**src/rtl/ccm_pkg.sv**
```systemverilog
package ccm_pkg;

  typedef enum logic [2:0] {
    ST_IDLE,
    ST_SAMPLING,
    ST_FROZEN,
    ST_READOUT,
    ST_REARM
  } ctrl_state_e;

  // strobes from control to datapath
  typedef struct packed {
    logic advWrite;   // move write position forward
    logic loadTrig;   // capture trigger cell and readout config
    logic loadStart;  // compute first read cell
    logic advRead;    // move read index forward
  } dp_strobe_t;

endpackage

```
**src/rtl/ccm_datapath.sv**
```systemverilog
module ccm_datapath
  import ccm_pkg::*;
#(
  parameter int NUM_CELLS = 16,
  parameter int IDX_W     = $clog2(NUM_CELLS)
) (
  input  logic                 clk,
  input  logic                 rstN,
  input  dp_strobe_t           strobe,
  input  logic                 sampling,
  input  logic                 fullMode,
  input  logic [IDX_W-1:0]     winOffset,
  output logic [NUM_CELLS-1:0] writeEn,
  output logic [IDX_W-1:0]     writePos,
  output logic [IDX_W-1:0]     trigCell,
  output logic [IDX_W-1:0]     rdCell
);

  localparam logic [IDX_W-1:0] LAST_CELL = IDX_W'(NUM_CELLS - 1);
  localparam logic [IDX_W-1:0] RING_SIZE = IDX_W'(NUM_CELLS);

  logic             fullQ;
  logic [IDX_W-1:0] ofsQ;
  logic [IDX_W-1:0] startCell;
  logic [IDX_W-1:0] ofsMod;

  function automatic logic [IDX_W-1:0] stepFwd(input logic [IDX_W-1:0] x);
    return (x == LAST_CELL) ? '0 : x + 1'b1;
  endfunction

  assign ofsMod = IDX_W'(int'(winOffset) % NUM_CELLS);

  always_comb begin
    if (fullQ) begin
      startCell = stepFwd(trigCell);
    end else if (trigCell >= ofsQ) begin
      startCell = trigCell - ofsQ;
    end else begin
      startCell = trigCell + RING_SIZE - ofsQ;
    end
  end

  always_ff @(posedge clk) begin
    if (!rstN) begin
      writePos <= '0;
      trigCell <= '0;
      rdCell   <= '0;
      fullQ    <= 1'b0;
      ofsQ     <= '0;
    end else begin
      if (strobe.advWrite) writePos <= stepFwd(writePos);
      if (strobe.loadTrig) begin
        trigCell <= writePos;
        fullQ    <= fullMode;
        ofsQ     <= ofsMod;
      end
      if (strobe.loadStart)    rdCell <= startCell;
      else if (strobe.advRead) rdCell <= stepFwd(rdCell);
    end
  end

  for (genvar c = 0; c < NUM_CELLS; c++) begin : g_wen
    assign writeEn[c] = sampling && (writePos == IDX_W'(c));
  end

endmodule

```
**src/rtl/ccm_control.sv**
```systemverilog
module ccm_control
  import ccm_pkg::*;
#(
  parameter int NUM_CELLS = 16,
  parameter int CNT_W     = $clog2(NUM_CELLS + 1)
) (
  input  logic             clk,
  input  logic             rstN,
  input  logic             armIn,
  input  logic             sampleTick,
  input  logic             trigIn,
  input  logic             fullMode,
  input  logic [CNT_W-1:0] winLength,
  input  logic             readAck,
  output dp_strobe_t       strobe,
  output ctrl_state_e      state,
  output logic             rdValid,
  output logic             doneOut
);

  localparam logic [CNT_W-1:0] FULL_LEN = CNT_W'(NUM_CELLS);

  ctrl_state_e      stateNxt;
  logic [CNT_W-1:0] remaining;
  logic [CNT_W-1:0] lenEff;
  logic             lastCell;

  always_comb begin
    if (fullMode || winLength > FULL_LEN) lenEff = FULL_LEN;
    else if (winLength == '0)             lenEff = CNT_W'(1);
    else                                  lenEff = winLength;
  end

  assign rdValid  = (state == ST_READOUT);
  assign doneOut  = (state == ST_REARM);
  assign lastCell = (remaining == CNT_W'(1));

  always_comb begin
    stateNxt = state;
    strobe   = '0;
    unique case (state)
      ST_IDLE:     if (armIn) stateNxt = ST_SAMPLING;
      ST_SAMPLING: begin
        if (trigIn) begin
          strobe.loadTrig = 1'b1;
          stateNxt        = ST_FROZEN;
        end else begin
          strobe.advWrite = sampleTick;
        end
      end
      ST_FROZEN: begin
        strobe.loadStart = 1'b1;
        stateNxt         = ST_READOUT;
      end
      ST_READOUT: begin
        if (readAck) begin
          if (lastCell) stateNxt = ST_REARM;
          else          strobe.advRead = 1'b1;
        end
      end
      ST_REARM:    stateNxt = ST_SAMPLING;
      default:     stateNxt = ST_IDLE;
    endcase
  end

  always_ff @(posedge clk) begin
    if (!rstN) begin
      state     <= ST_IDLE;
      remaining <= '0;
    end else begin
      state <= stateNxt;
      if (strobe.loadTrig)     remaining <= lenEff;
      else if (strobe.advRead) remaining <= remaining - 1'b1;
    end
  end

endmodule

```
**src/rtl/circ_capture_ctrl.sv**
```systemverilog
module circ_capture_ctrl
  import ccm_pkg::*;
#(
  parameter  int NUM_CELLS = 16,
  localparam int IDX_W     = $clog2(NUM_CELLS),
  localparam int CNT_W     = $clog2(NUM_CELLS + 1)
) (
  input  logic                 clk,
  input  logic                 rstN,
  input  logic                 armIn,
  input  logic                 sampleTick,
  input  logic                 trigIn,
  input  logic                 fullMode,
  input  logic [IDX_W-1:0]     winOffset,
  input  logic [CNT_W-1:0]     winLength,
  input  logic                 readAck,
  output logic [NUM_CELLS-1:0] writeEn,
  output logic                 rdValid,
  output logic [IDX_W-1:0]     rdCell,
  output logic [IDX_W-1:0]     trigCell,
  output logic                 doneOut
);

  dp_strobe_t  strobe;
  ctrl_state_e curState;
  logic [IDX_W-1:0] curWrite;

  ccm_control #(.NUM_CELLS(NUM_CELLS), .CNT_W(CNT_W)) u_control (
    .clk        (clk),
    .rstN       (rstN),
    .armIn      (armIn),
    .sampleTick (sampleTick),
    .trigIn     (trigIn),
    .fullMode   (fullMode),
    .winLength  (winLength),
    .readAck    (readAck),
    .strobe     (strobe),
    .state      (curState),
    .rdValid    (rdValid),
    .doneOut    (doneOut)
  );

  ccm_datapath #(.NUM_CELLS(NUM_CELLS), .IDX_W(IDX_W)) u_datapath (
    .clk       (clk),
    .rstN      (rstN),
    .strobe    (strobe),
    .sampling  (curState == ST_SAMPLING),
    .fullMode  (fullMode),
    .winOffset (winOffset),
    .writeEn   (writeEn),
    .writePos  (curWrite),
    .trigCell  (trigCell),
    .rdCell    (rdCell)
  );

endmodule

```
**config.mk**
```make
export PLATFORM = sky130hd
export DESIGN_NAME = circ_capture_ctrl
export DESIGN_NICKNAME = d
export VERILOG_FILES = /design/src/rtl/ccm_pkg.sv /design/src/rtl/ccm_datapath.sv /design/src/rtl/ccm_control.sv /design/src/rtl/circ_capture_ctrl.sv
export SDC_FILE = /design/constraint.sdc
export NUM_CORES = 1
export LEC_CHECK = 0
export BUFFER_PORTS_ARGS = -buffer_cell sky130_fd_sc_hd__buf_2
export CAP_MARGIN = 20
export CORE_MARGIN = 5
export CORE_UTILIZATION = 45
export DETAILED_ROUTE_END_ITERATION = 10
export PLACE_DENSITY = 0.81
export SYNTH_ARGS = -nofsm -noshare
export SYNTH_HDL_FRONTEND = slang
export SYNTH_HIERARCHICAL = 1
export SYNTH_SLANG_ARGS = --single-unit
```
**constraint.sdc**
```tcl
create_clock -name clk -period 2.2 [get_ports clk]
set_input_delay 0.11 -clock clk [delete_from_list [all_inputs] [get_ports clk]]
set_output_delay 0.11 -clock clk [all_outputs]
set_load 0.01 [all_outputs]
```
-- After elaboration in Yosys (flattened, before gate mapping)
Index checks and enable logic that the tools add are counted.
- register bits: 25
- bits in latches: 0
- memory bits (writable): 0
- memory bits (read-only): 0
- bits of input ports: 16
- output and inout bits: 26
- word-level logic and storage cells: 84
- memories: 0
- $add $sub $neg: 5
- multipliers: 0
- divide/modulo/power cells: 0
- order comparisons: 1
- equality and inequality tests: 26
- shift operators: 0
- multiplexer cells: 22
- bitwise operators: 0
- reduce and logical (&&, ||, !) cells: 23
- operator list (operator ; count):
    $eq 4x4->1 const B ; 10
    $mux 4 ; 6
    $mux 5 ; 4
    $eq 4x3->1 const B ; 4
    $logic_and 1x1->1 ; 16
    $pmux 3 s5 ; 1
    $add 4x1->4 const B ; 3
    $mux 3 ; 4
    $eq 4x2->1 const B ; 2
    $eq 3x2->1 const B ; 2
    $mux 1 ; 6
    $ne 2x2->1 const B ; 3
    $eq 5x1->1 const B ; 1
    $gt 5x5->1 const B ; 1
    $logic_not 5->1 ; 1
    $sub 5x1->5 const B ; 1
    $eq 4x1->1 const B ; 1
    $logic_not 4->1 ; 1
    $reduce_and 4->1 ; 1
    $reduce_bool 2->1 ; 2
    $sub 4x4->4 ; 1
    $eq 3x1->1 const B ; 1
    $eq 3x3->1 const B ; 1
    $logic_not 3->1 ; 1
    other kinds (3) ; 3

-- Depth between registers and ports, before layout
Gate-level depths: netlist of run 1.
- depth in word-level cells: 6
- depth in mapped cells: 9
- mapped depth without buffers: 9

-- Modules after synthesis
Netlist of run 1, hierarchy kept.
- modules (own cells, without submodules) (module ; times used ; cells an instance ; area each (um2) ; sequential area each (um2)):
    ccm_datapath ; 1 ; 129 ; 1088.5 ; 340.3
    ccm_control ; 1 ; 61 ; 539.3 ; 160.2
    circ_capture_ctrl ; 1 ; 1 ; 12.5 ; 0.0

-- Worst setup path before layout of run 1
No wires, ideal clock.
- path type: reg2reg
- from: register u_control.remaining[0]
- to: register u_datapath.rdCell[1]
- setup time: 0.116 ns
- data arrival time: 1.624 ns
- required time: 2.084 ns
- setup slack: 0.459 ns
- stages on the path, launching flop included: 7
- path buffers: 0
- clock period less this slack: 1.741 ns
- cell sequence: dfxtp_1 > ha_1 > or4b_4 > nand3_2 > inv_1 > mux2_2 > o211a_1
- RTL lines (item ; RTL line ; RTL):
    start, declared ; ccm_control.sv:24 ; logic [CNT_W-1:0] remaining;
    start signal, assigned ; ccm_control.sv:72 ; if (strobe.loadTrig) remaining <= lenEff;
    start signal, assigned ; ccm_control.sv:73 ; else if (strobe.advRead) remaining <= remaining - 1'b1;
    end signal, assigned ; ccm_datapath.sv:57 ; if (strobe.loadStart) rdCell <= startCell;
    end signal, assigned ; ccm_datapath.sv:58 ; else if (strobe.advRead) rdCell <= stepFwd(rdCell);
    end, declared ; ccm_datapath.sv:16 ; output logic [IDX_W-1:0] rdCell

==> impl_metrics.json, run 1 <==
{
  "antenna_left": 0,
  "port_buffers": 41,
  "ioPinCount": 42,
  "post_drt_wl_per_cell_um": 12.9,
  "internal-power_uw": 680,
  "clk_pin_slew_ns": 0.08,
  "clock_latency_ns": 0.27,
  "p_comb_frac": 0.169,
  "yosysSeqAreaShare": 0.305,
  "clock_skew_ns": 0.00228,
  "seqPwrFrac": 0.540,
  "cts_resized": 0,
  "syn_avg_cell_area_um2": 8.59,
  "placedInstanceArea_um2": 1880,
  "grtUsageTotal": 0.142,
  "numCtsBuffers": 3,
  "cts_tree": "built",
  "grt_overflow": 0,
  "dp_hpwl_um": 2640,
  "yosysTopAreaCellShare": 0.305,
  "crit_fanout": 4,
  "fmax_mhz": 524,
  "grt_first_pass_wirelength_um": 5800,
  "start_util": 0.455,
  "synth_fp_nets": 219,
  "min_path_type": "in2reg",
  "crit_arrival_ns": 2.09,
  "start_kind": "flop",
  "worst_pin_slew_ns": 0.552,
  "fp-row-count": 22,
  "grtUsageMet3": 0.0288,
  "fill_cells": 355,
  "clkPwrFrac": 0.291,
  "synth_largest_area_cell": "dfxtp_1",
  "worstSetupEndpointType": "flop",
  "busiest_layer": "met2",
  "clockBufferDepth": 2,
  "ys_types": 49,
  "routed_wirelength_um": 3580,
  "die_area_um2": 4950,
  "die_w_um": 70.4,
  "layout_commonest_cell": "buf_2",
  "cap_viol_max_count": 0,
  "tns_ns": 0,
  "via_per_inst": 5.30,
  "place.gp.congestion": 0.823,
  "peakVddDrop_v": 0.000301,
  "ys_async_sr_fraction": 0,
  "hold_viol_final": 0,
  "synthToLayoutAreaGrowth_pct": 17.2,
  "r2r_slack_ns": 0.29,
  "antenna_found_initial": 0,
  "clock_sinks": 25,
  "drive_above_1_share": 0.236,
  "slew_headroom": 0.627,
  "ys_seq_elements": 25,
  "worstSetupPathType": "reg2reg",
  "finalCritPeriodShare": 0.868,
  "post_cts_buffers": 0,
  "final-setup-viol-count": 0,
  "final_area_um2": 1920,
  "met1_usage": 0.161,
  "core_area_um2": 3610,
  "yosys-top-cells-area": "dfxtp_1 31%, ha_1 8.4%, mux2i_1 6.7%",
  "first_pass_iters": 7,
  "use_met2": 0.252,
  "final_max_slew_viol_count": 0,
  "cts_root_buf": "clkbuf_8",
  "leakage_nw": 0.845,
  "die_h_um": 70.4,
  "synth_flop_cell": "dfxtp_1",
  "diodes": 0,
  "fin_crit_ns": 1.91,
  "grt_setup_unrepaired": "false",
  "drt_iter0_drc": 87,
  "grt_start_max_net_pins": 27,
  "outcome": "completed",
  "switchingPower_uw": 245,
  "grt_pass1_vias": 1322,
  "vias": 1469,
  "htree_levels": 1,
  "mostFrequentLayoutCells": "41 x buf_2, 25 x dfxtp_1, 17 x nand2_1",
  "fin_nets": 258,
  "synth_area_um2": 1640,
  "hold_buffers": 0,
  "required_ns": 2.38,
  "drc": 0,
  "power.density_nw_per_um2": 481,
  "ys_warn_count": 6,
  "synth_cells": 191,
  "synth_edf_count": 0,
  "sw_frac_of_total": 0.265
}
==> sequential cells by signal, indices dropped and copies added, names as in the netlist <==
signal,count
u_datapath/rdCell,4
u_control/state,3
u_datapath/fullQ,1
u_datapath/trigCell,4
u_datapath/writePos,4
u_datapath/ofsQ,4
u_control/remaining,5
==> worst max-delay path, cell delays in order, from the launching register on <==
cell      delay [ns]
dfxtp_1         0.32
inv_1           0.09
ha_1            0.17
or4b_4          0.49
nand3_2         0.13
inv_1           0.09
nand2_1         0.10
o21a_1          0.13
o31ai_1         0.06
a311oi_1        0.24
==> cells in the mapped netlist, types with 2 or more instances <==
cell and instances:
a21oi_1 6, a21o_1 2, o21ai_0 5, nor3b_1 3, clkbuf_1 4, xnor2_1 6, dfxtp_1 25, mux2i_1 11
nor2_1 14, and2_1 3, a311oi_1 3, buf_2 2, xor2_1 3, nand4_1 3, nand2_1 17, nand2b_1 3
inv_1 12, nand3_1 5, buf_4 3, nor3_1 7, nor2b_1 11, and3b_1 2, ha_1 11, o21ai_1 2
o211a_1 4
==> per-stage QoR <==
stage	instances	util	power, mW	hold slack [ns]	setup WS (ns)
global route	277	0.533	0.983	0.103	0.185
detailed placement	273	0.520	0.666	0.375	0.327
CTS	277	0.533	0.937	0.0887	0.296
finish	277	0.533	0.925	0.0949	0.290
floorplan	191	-	0.620	0.238	0.459
global placement	273	0.520	0.661	0.364	0.402
==> metal layers <==
layer,wire (um),vias up
met5,0,-
met4,66,0
met3,196,5
met2,1740,33
met1,1570,685
li1,-,746
==> cells by family (layout without fill, tap and decap cells) <==
family                   Yosys count  in the layout  share of synthesized area
AND/OR/NAND/NOR                   78             78                      0.269
AO/OA/AOI/OAI                     32             32                      0.143
flip-flops                        25             25                      0.305
buffers and inverters             22             60                     0.0587
multiplexers                      13             13                     0.0809
adder cells (fa/ha/maj)           12             12                     0.0961
XOR/XNOR                           9              9                     0.0481
==> worst paths after layout <==
kind	from	endpoint	depth (start not counted)
worst max-delay path	u_control/remaining[1]$_SDFFE_PN0P_	u_datapath/rdCell[3]$_SDFFE_PN0P_	9
worst min register to register	u_datapath/ofsQ[2]$_SDFFE_PN0P_	u_datapath/ofsQ[2]$_SDFFE_PN0P_	2
worst min-delay path	winOffset[0]	u_datapath/ofsQ[0]$_SDFFE_PN0P_	3
worst max register to register	u_control/remaining[1]$_SDFFE_PN0P_	u_datapath/rdCell[3]$_SDFFE_PN0P_	9
==> power by group through the flow <==
stage / logic (mW) / clock network [mW] / registers, mW
detailed placement: 0.156 / 0 / 0.510
floorplan: 0.117 / 0 / 0.502
global placement: 0.153 / 0 / 0.508
finish: 0.157 / 0.269 / 0.499
global route: 0.175 / 0.304 / 0.503
CTS: 0.157 / 0.281 / 0.499
==> layout make-up <==
| class | instances | area, um^2 | area share |
|---|---|---|---|
| Multi-Input combinational cell | 144 | 1040 | 0.543 |
| Sequential cell | 25 | 500 | 0.260 |
| Clock buffer | 4 | 45.0 | 0.0234 |
| Inverter | 12 | 45.0 | 0.0234 |
| Tap cell | 48 | 60.1 | 0.0313 |
| Timing Repair Buffer | 44 | 228 | 0.118 |
No activity file was read; power rests on OpenSTA's default activity.
==> run 2, diff against run 1 <==
--- a/config.mk
+++ b/config.mk
@@ -5,12 +5,13 @@
 export SDC_FILE = /design/constraint.sdc
 export NUM_CORES = 1
 export LEC_CHECK = 0
+export ABC_AREA = 1
 export BUFFER_PORTS_ARGS = -buffer_cell sky130_fd_sc_hd__buf_2
 export CAP_MARGIN = 20
 export CORE_MARGIN = 5
 export CORE_UTILIZATION = 45
 export DETAILED_ROUTE_END_ITERATION = 10
-export PLACE_DENSITY = 0.81
+export PLACE_DENSITY = 0.8
 export SYNTH_ARGS = -nofsm -noshare
 export SYNTH_HDL_FRONTEND = slang
 export SYNTH_HIERARCHICAL = 1
==> run 2 against run 1 <==
Maximum frequency rose by 13%. Non-clock buffer count decreased by 2. Sequential cell count stayed put. Sequential power up 16%. Critical path type unchanged. Critical endpoint is now u_datapath/ofsQ[3]$_SDFFE_PN0P_. Largest power group unchanged. Highest routed layer unchanged.
==> impl_metrics.json, run 2 <==
{
  "met2WireLength_um": 1860,
  "fin_nets": 350,
  "synth_edf_count": 0,
  "grt_overflow": 0,
  "whs_ns": 0.0647,
  "clock_skew_ns": 0.00354,
  "diodes": 0,
  "drt_iter0_drc": 108,
  "synth_cells": 279,
  "start_kind": "flop",
  "cts_tree": "built",
  "slew_headroom": 0.747,
  "cap_viol_max_count": 0,
  "worstSetupEndpointType": "flop",
  "tns_ns": 0,
  "final_max_slew_viol_count": 0,
  "fmax_mhz": 590,
  "setup_ws_ns": 0.504,
  "yosysTopAreaCellShare": 0.283,
  "multiInputGateArea_um2": 1060,
  "registers.top_by_ff_count": "u_control/remaining",
  "ioPinCount": 42,
  "p_comb_frac": 0.380,
  "die_area_um2": 5280,
  "outcome": "completed",
  "hold_buffers": 0,
  "worstSetupPathType": "reg2reg",
  "synth_flop_cell": "dfxtp_1",
  "first_pass_iters": 4,
  "place_ws_ns": 0.523,
  "power.density_nw_per_um2": 679,
  "synth_fp_nets": 307,
  "min_path_type": "in2reg",
  "fill_cells": 398,
  "finalCritPeriodShare": 0.771,
  "htree_levels": 1,
  "grtUsageTotal": 0.154,
  "largest_reg_flops": 5,
  "post_cts_buffers": 0,
  "ys_seq_elements": 25,
  "antenna_left": 0,
  "synth_largest_area_cell": "dfxtp_1",
  "via_per_inst": 4.91,
  "clock_latency_ns": 0.27,
  "crit_arrival_ns": 1.85,
  "drt-met1-wl_um": 1820,
  "vias": 1813,
  "start_util": 0.472,
  "syn_avg_cell_area_um2": 6.33,
  "die_h_um": 72.6,
  "internal-power_uw": 846,
  "synthToLayoutAreaGrowth_pct": 15.8,
  "leakage_nw": 1.05,
  "ys_types": 30,
  "hold_viol_final": 0,
  "seqPwrFrac": 0.418,
  "dp_hpwl_um": 3110,
  "grt_setup_unrepaired": "false",
  "core_area_um2": 3740,
  "synth_area_um2": 1770,
  "cts_root_buf": "clkbuf_8",
  "fin_util": 0.546,
  "numCtsBuffers": 3,
  "peakVddDrop_v": 0.000264,
  "clkPwrFrac": 0.202,
  "ys_async_sr_fraction": 0,
  "yosysMostFrequentCell": "nand2_1",
  "ys_warn_count": 6,
  "grt_start_max_net_pins": 23,
  "layout_commonest_cell": "nand2_1",
  "cts_resized": 0,
  "die_w_um": 72.6,
  "clock_sinks": 25,
  "synthTopCellsByCount": "60 x nand2_1, 53 x nor2_1, 44 x inv_1, 27 x nand3_1, 25 x dfxtp_1",
  "clockBufferDepth": 2,
  "switchingPower_uw": 541,
  "yosys-top-cells-area": "dfxtp_1 28%, nand2_1 13%, nor2_1 11%",
  "crit_fanout": 15,
  "dr.max_layer_used": "met4",
  "grt_first_pass_wirelength_um": 6800,
  "final-setup-viol-count": 0,
  "yosysSeqAreaShare": 0.283,
  "regArea_um2": 500,
  "place.gp.congestion": 0.843,
  "routed_wirelength_um": 3990,
  "post_drt_wl_per_cell_um": 10.8,
  "clk_pin_slew_ns": 0.09,
  "grt_pass1_vias": 1568,
  "drc": 0,
  "mostFrequentLayoutCells": "60 x nand2_1, 53 x nor2_1, 44 x inv_1",
  "fin_crit_ns": 1.70,
  "fp-row-count": 22,
  "sw_frac_of_total": 0.390,
  "worst_pin_slew_ns": 0.379,
  "antenna_found_initial": 0,
  "required_ns": 2.36,
  "drive_above_1_share": 0.168,
  "met3WireLength_um": 288,
  "port_buffers": 41
}
==> run 2: cells by family after synthesis <==
| group | Yosys count | share of synthesized area |
|---|---|---|
| AOI/OAI and AO/OA | 37 | 0.108 |
| xor gates and xnor gates | 3 | 0.0149 |
| adders and majority gates | 12 | 0.0893 |
| buffers and inverters | 48 | 0.116 |
| DFF | 25 | 0.283 |
| and+or+nand+nor | 154 | 0.388 |
==> run 2: power groups by stage <==
stage	clock network, mW	logic, mW	registers, mW
6_report	0.280	0.527	0.580
5_1_grt	0.306	0.610	0.594
4_1_cts	0.285	0.527	0.580
3_5_place_dp	0	0.525	0.591
3_3_place_gp	0	0.510	0.590
2_1_floorplan	0	0.396	0.589
==> run 2: worst paths after layout <==
path,startpoint,endpoint,slack (ns),cells past startpoint
worst max-delay path,u_control/state[2]$_SDFFE_PN0P_,u_datapath/ofsQ[3]$_SDFFE_PN0P_,0.50,6
worst min-delay path,winOffset[0],u_datapath/ofsQ[0]$_SDFFE_PN0P_,0.06,3
worst max register to register,u_control/state[2]$_SDFFE_PN0P_,u_datapath/ofsQ[3]$_SDFFE_PN0P_,0.50,6
worst min register to register,u_datapath/ofsQ[2]$_SDFFE_PN0P_,u_datapath/ofsQ[2]$_SDFFE_PN0P_,0.47,2
==> run 2: critical path: stages (launching register included) <==
cell and delay [ns]:
dfxtp_1 0.37, inv_1 0.19, nand4_4 0.24, inv_1 0.33, inv_1 0.20, o21ai_0 0.19, a21oi_1 0.06
==> run 2: stage by stage <==
step | std cells | instance area [um^2] | total power [mW]
after detailed placement | 365 | 2000 | 1.12
after global placement | 365 | 2000 | 1.10
after global routing | 369 | 2040 | 1.51
final | 369 | 2040 | 1.39
after floorplan | 279 | 1770 | 0.985
after CTS | 369 | 2040 | 1.39
==> run 2: layer usage <==
layer,vias up,global-route usage
met1,795,0.206
met2,53,0.261
met5,-,0
met4,0,0.0348
li1,963,-
met3,2,0.0220
==> run 2: final cells by class <==
class                   count  area share
clock inverters             1     0.00245
inverters                  44      0.0808
repair buffers             42       0.104
clock buffers               3      0.0202
well taps                  48      0.0294
flip-flops and latches     25       0.245
multi-input cells         206       0.518
==> run 3, diff against run 2 <==
--- a/config.mk
+++ b/config.mk
@@ -11,7 +11,7 @@
 export CORE_MARGIN = 5
 export CORE_UTILIZATION = 45
 export DETAILED_ROUTE_END_ITERATION = 10
-export PLACE_DENSITY = 0.8
+export PLACE_DENSITY = 0.82
 export SYNTH_ARGS = -nofsm -noshare
 export SYNTH_HDL_FRONTEND = slang
 export SYNTH_HIERARCHICAL = 1
==> constraint.sdc (replaced) <==
create_clock -name clk -period 1.5 [get_ports clk]
set_input_delay 0.075 -clock clk [delete_from_list [all_inputs] [get_ports clk]]
set_output_delay 0.075 -clock clk [all_outputs]
set_load 0.01 [all_outputs]
==> run 3 against run 2 <==
The flow now finishes with violations (negative setup slack). Total power up 54%. Sequential cell count unchanged. Global-route usage increased by 0.71 points. Maximum frequency up 10%. Core utilization up 3.9 points. Combinational power grew 65%. Worst setup slack lost 0.54 ns. Sequential power increased by 48%. First-iteration DRC count up 1.9%. Largest cell class unchanged. Largest power group is now combinational cells. Highest routed layer unchanged.
==> impl_metrics.json, run 3 (synthesis results as in run 2) <==
{
  "outcome": "finished with violations",
  "violations": "negative setup slack",
  "drc": 0,
  "start_util": 0.472,
  "cap_viol_max_count": 0,
  "grt_setup_unrepaired": "true",
  "worstSetupEndpointType": "flop",
  "finalCritPeriodShare": 1.02,
  "crit_slowest_cell": "dfxtp_2",
  "port_buffers": 41,
  "via_per_inst": 4.86,
  "grt_pass1_vias": 1643,
  "numCtsBuffers": 3,
  "max_stage_delay_ns": 0.33,
  "dp_hpwl_um": 3070,
  "hold_buffers": 0,
  "cts_tree": "built",
  "power.density_nw_per_um2": 975,
  "die_h_um": 72.6,
  "routed_wirelength_um": 4020,
  "placedInstanceArea_um2": 2060,
  "start_kind": "flop",
  "peakVddDrop_v": 0.000487,
  "place.gp.congestion": 0.851,
  "min_path_type": "in2reg",
  "antenna_found_initial": 0,
  "path_common_cell": "inv_2",
  "mostFrequentLayoutCells": "60 x nand2_1, 52 x nor2_1, 41 x buf_2",
  "hp-start": "winOffset[0]",
  "die_w_um": 72.6,
  "worstSetupPathType": "reg2reg",
  "ioPinCount": 42,
  "tns_ns": -0.0350,
  "multiInputGateArea_um2": 1110,
  "clock_skew_ns": 0.00165,
  "core_area_um2": 3740,
  "first_pass_iters": 4,
  "slew_headroom": 0.764,
  "cts_root_buf": "clkbuf_8",
  "final_area_um2": 2190,
  "leakage_nw": 1.11,
  "worst_pin_slew_ns": 0.354,
  "vias": 1848,
  "antenna_left": 0,
  "drive_above_1_share": 0.250,
  "fin_nets": 361,
  "largest_reg_flops": 5,
  "crit_path_cell_trace": "inv_2, ha_4, inv_2, nor2_1, nand2_1, nand3_4, inv_4, or2_4, or2_0, a21oi_2",
  "grtUsageTotal": 0.161,
  "final-setup-viol-count": 1,
  "fmax_mhz": 651,
  "timing.rr.start": "u_control/remaining[1]$_SDFFE_PN0P_",
  "diodes": 0,
  "crit_fanout": 5,
  "drt_iter0_drc": 110,
  "regArea_um2": 512,
  "fill_cells": 363,
  "clockBufferDepth": 2,
  "place_ws_ns": 0.00499,
  "clock_latency_ns": 0.27,
  "hold_viol_final": 0,
  "fp-row-count": 22,
  "clk_pin_slew_ns": 0.09,
  "fin_util": 0.586,
  "grt_first_pass_wirelength_um": 6910,
  "synthToLayoutAreaGrowth_pct": 24.2,
  "required_ns": 1.72,
  "crit_start": "u_control/remaining[1]$_SDFFE_PN0P_",
  "clock_sinks": 25,
  "crit_arrival_ns": 1.75,
  "final_max_slew_viol_count": 0,
  "registers.top_by_ff_count": "u_control/remaining",
  "post_drt_wl_per_cell_um": 10.6,
  "htree_levels": 1,
  "grt_start_max_net_pins": 23,
  "setup_ws_ns": -0.0350,
  "die_area_um2": 5280,
  "layout_commonest_cell": "nand2_1",
  "grt_overflow": 0,
  "fin_crit_ns": 1.53
}
==> run 3: cell types whose count changed in the layout (fill, tap and decap cells not counted), sizes merged <==
cell    previous run  this run
buf               42        53
clkbuf             3         4
clkinv             1         0
==> run 3: where the power goes <==
group | switching [mW] | internal, mW
Clock | 0.219 | 0.191
Combinational | 0.507 | 0.361
Sequential | 0.0967 | 0.762
==> run 3: final cells by class <==
type / count / share of cell area
repair buffers: 53 / 0.136
flip-flops and latches: 25 / 0.233
well taps: 48 / 0.0274
multi-input cells: 206 / 0.506
inverters: 44 / 0.0765
clock buffers: 4 / 0.0205
==> run 3: metrics by stage <==
step / cells / power, mW / hold slack, ns
after floorplan: 279 / 1.45 / 0.206
after global placement: 373 / 1.64 / 0.306
after detailed placement: 373 / 1.66 / 0.308
after CTS: 379 / 2.08 / 0.0186
after global routing: 380 / 2.33 / 0.0584
final: 380 / 2.14 / 0.0190
==> run 3: path summary, 6_finish.rpt <==
kind / end / slack [ns] / cells past startpoint
min reg2reg: u_datapath/ofsQ[2]$_SDFFE_PN0P_ / 0.48 / 2
max: u_datapath/rdCell[0]$_SDFFE_PN0P_ / -0.03 / 10
min: u_datapath/ofsQ[0]$_SDFFE_PN0P_ / 0.02 / 3
max reg2reg: u_datapath/rdCell[0]$_SDFFE_PN0P_ / -0.03 / 10
==> run 3: per-layer routing <==
layer,up-vias,global-route usage,share of wire
met1,807,0.214,0.47
met3,5,0.0220,0.069
met2,51,0.262,0.45
met5,-,0,0
met4,0,0.0635,0.017
li1,985,-,-
==> run 3: worst max-delay path, delay by kind of cell, from the launching register on <==
kind,cells,cell delay (ns)
AND/OR/NAND/NOR,5,0.76
flip-flops,1,0.33
adder cells (fa/ha/maj),1,0.12
AO/OA/AOI/OAI,1,0.13
buffers and inverters,3,0.14
==> run 3: what timing repair did <==
| item | 4_1_cts | 5_1_grt |
|---|---|---|
| gates resized for setup | 3 | 21 |
| buffers inserted | 2 | 2 |
| pin swaps | 3 | 9 |
| setup endpoints to repair | 5 | 22 |
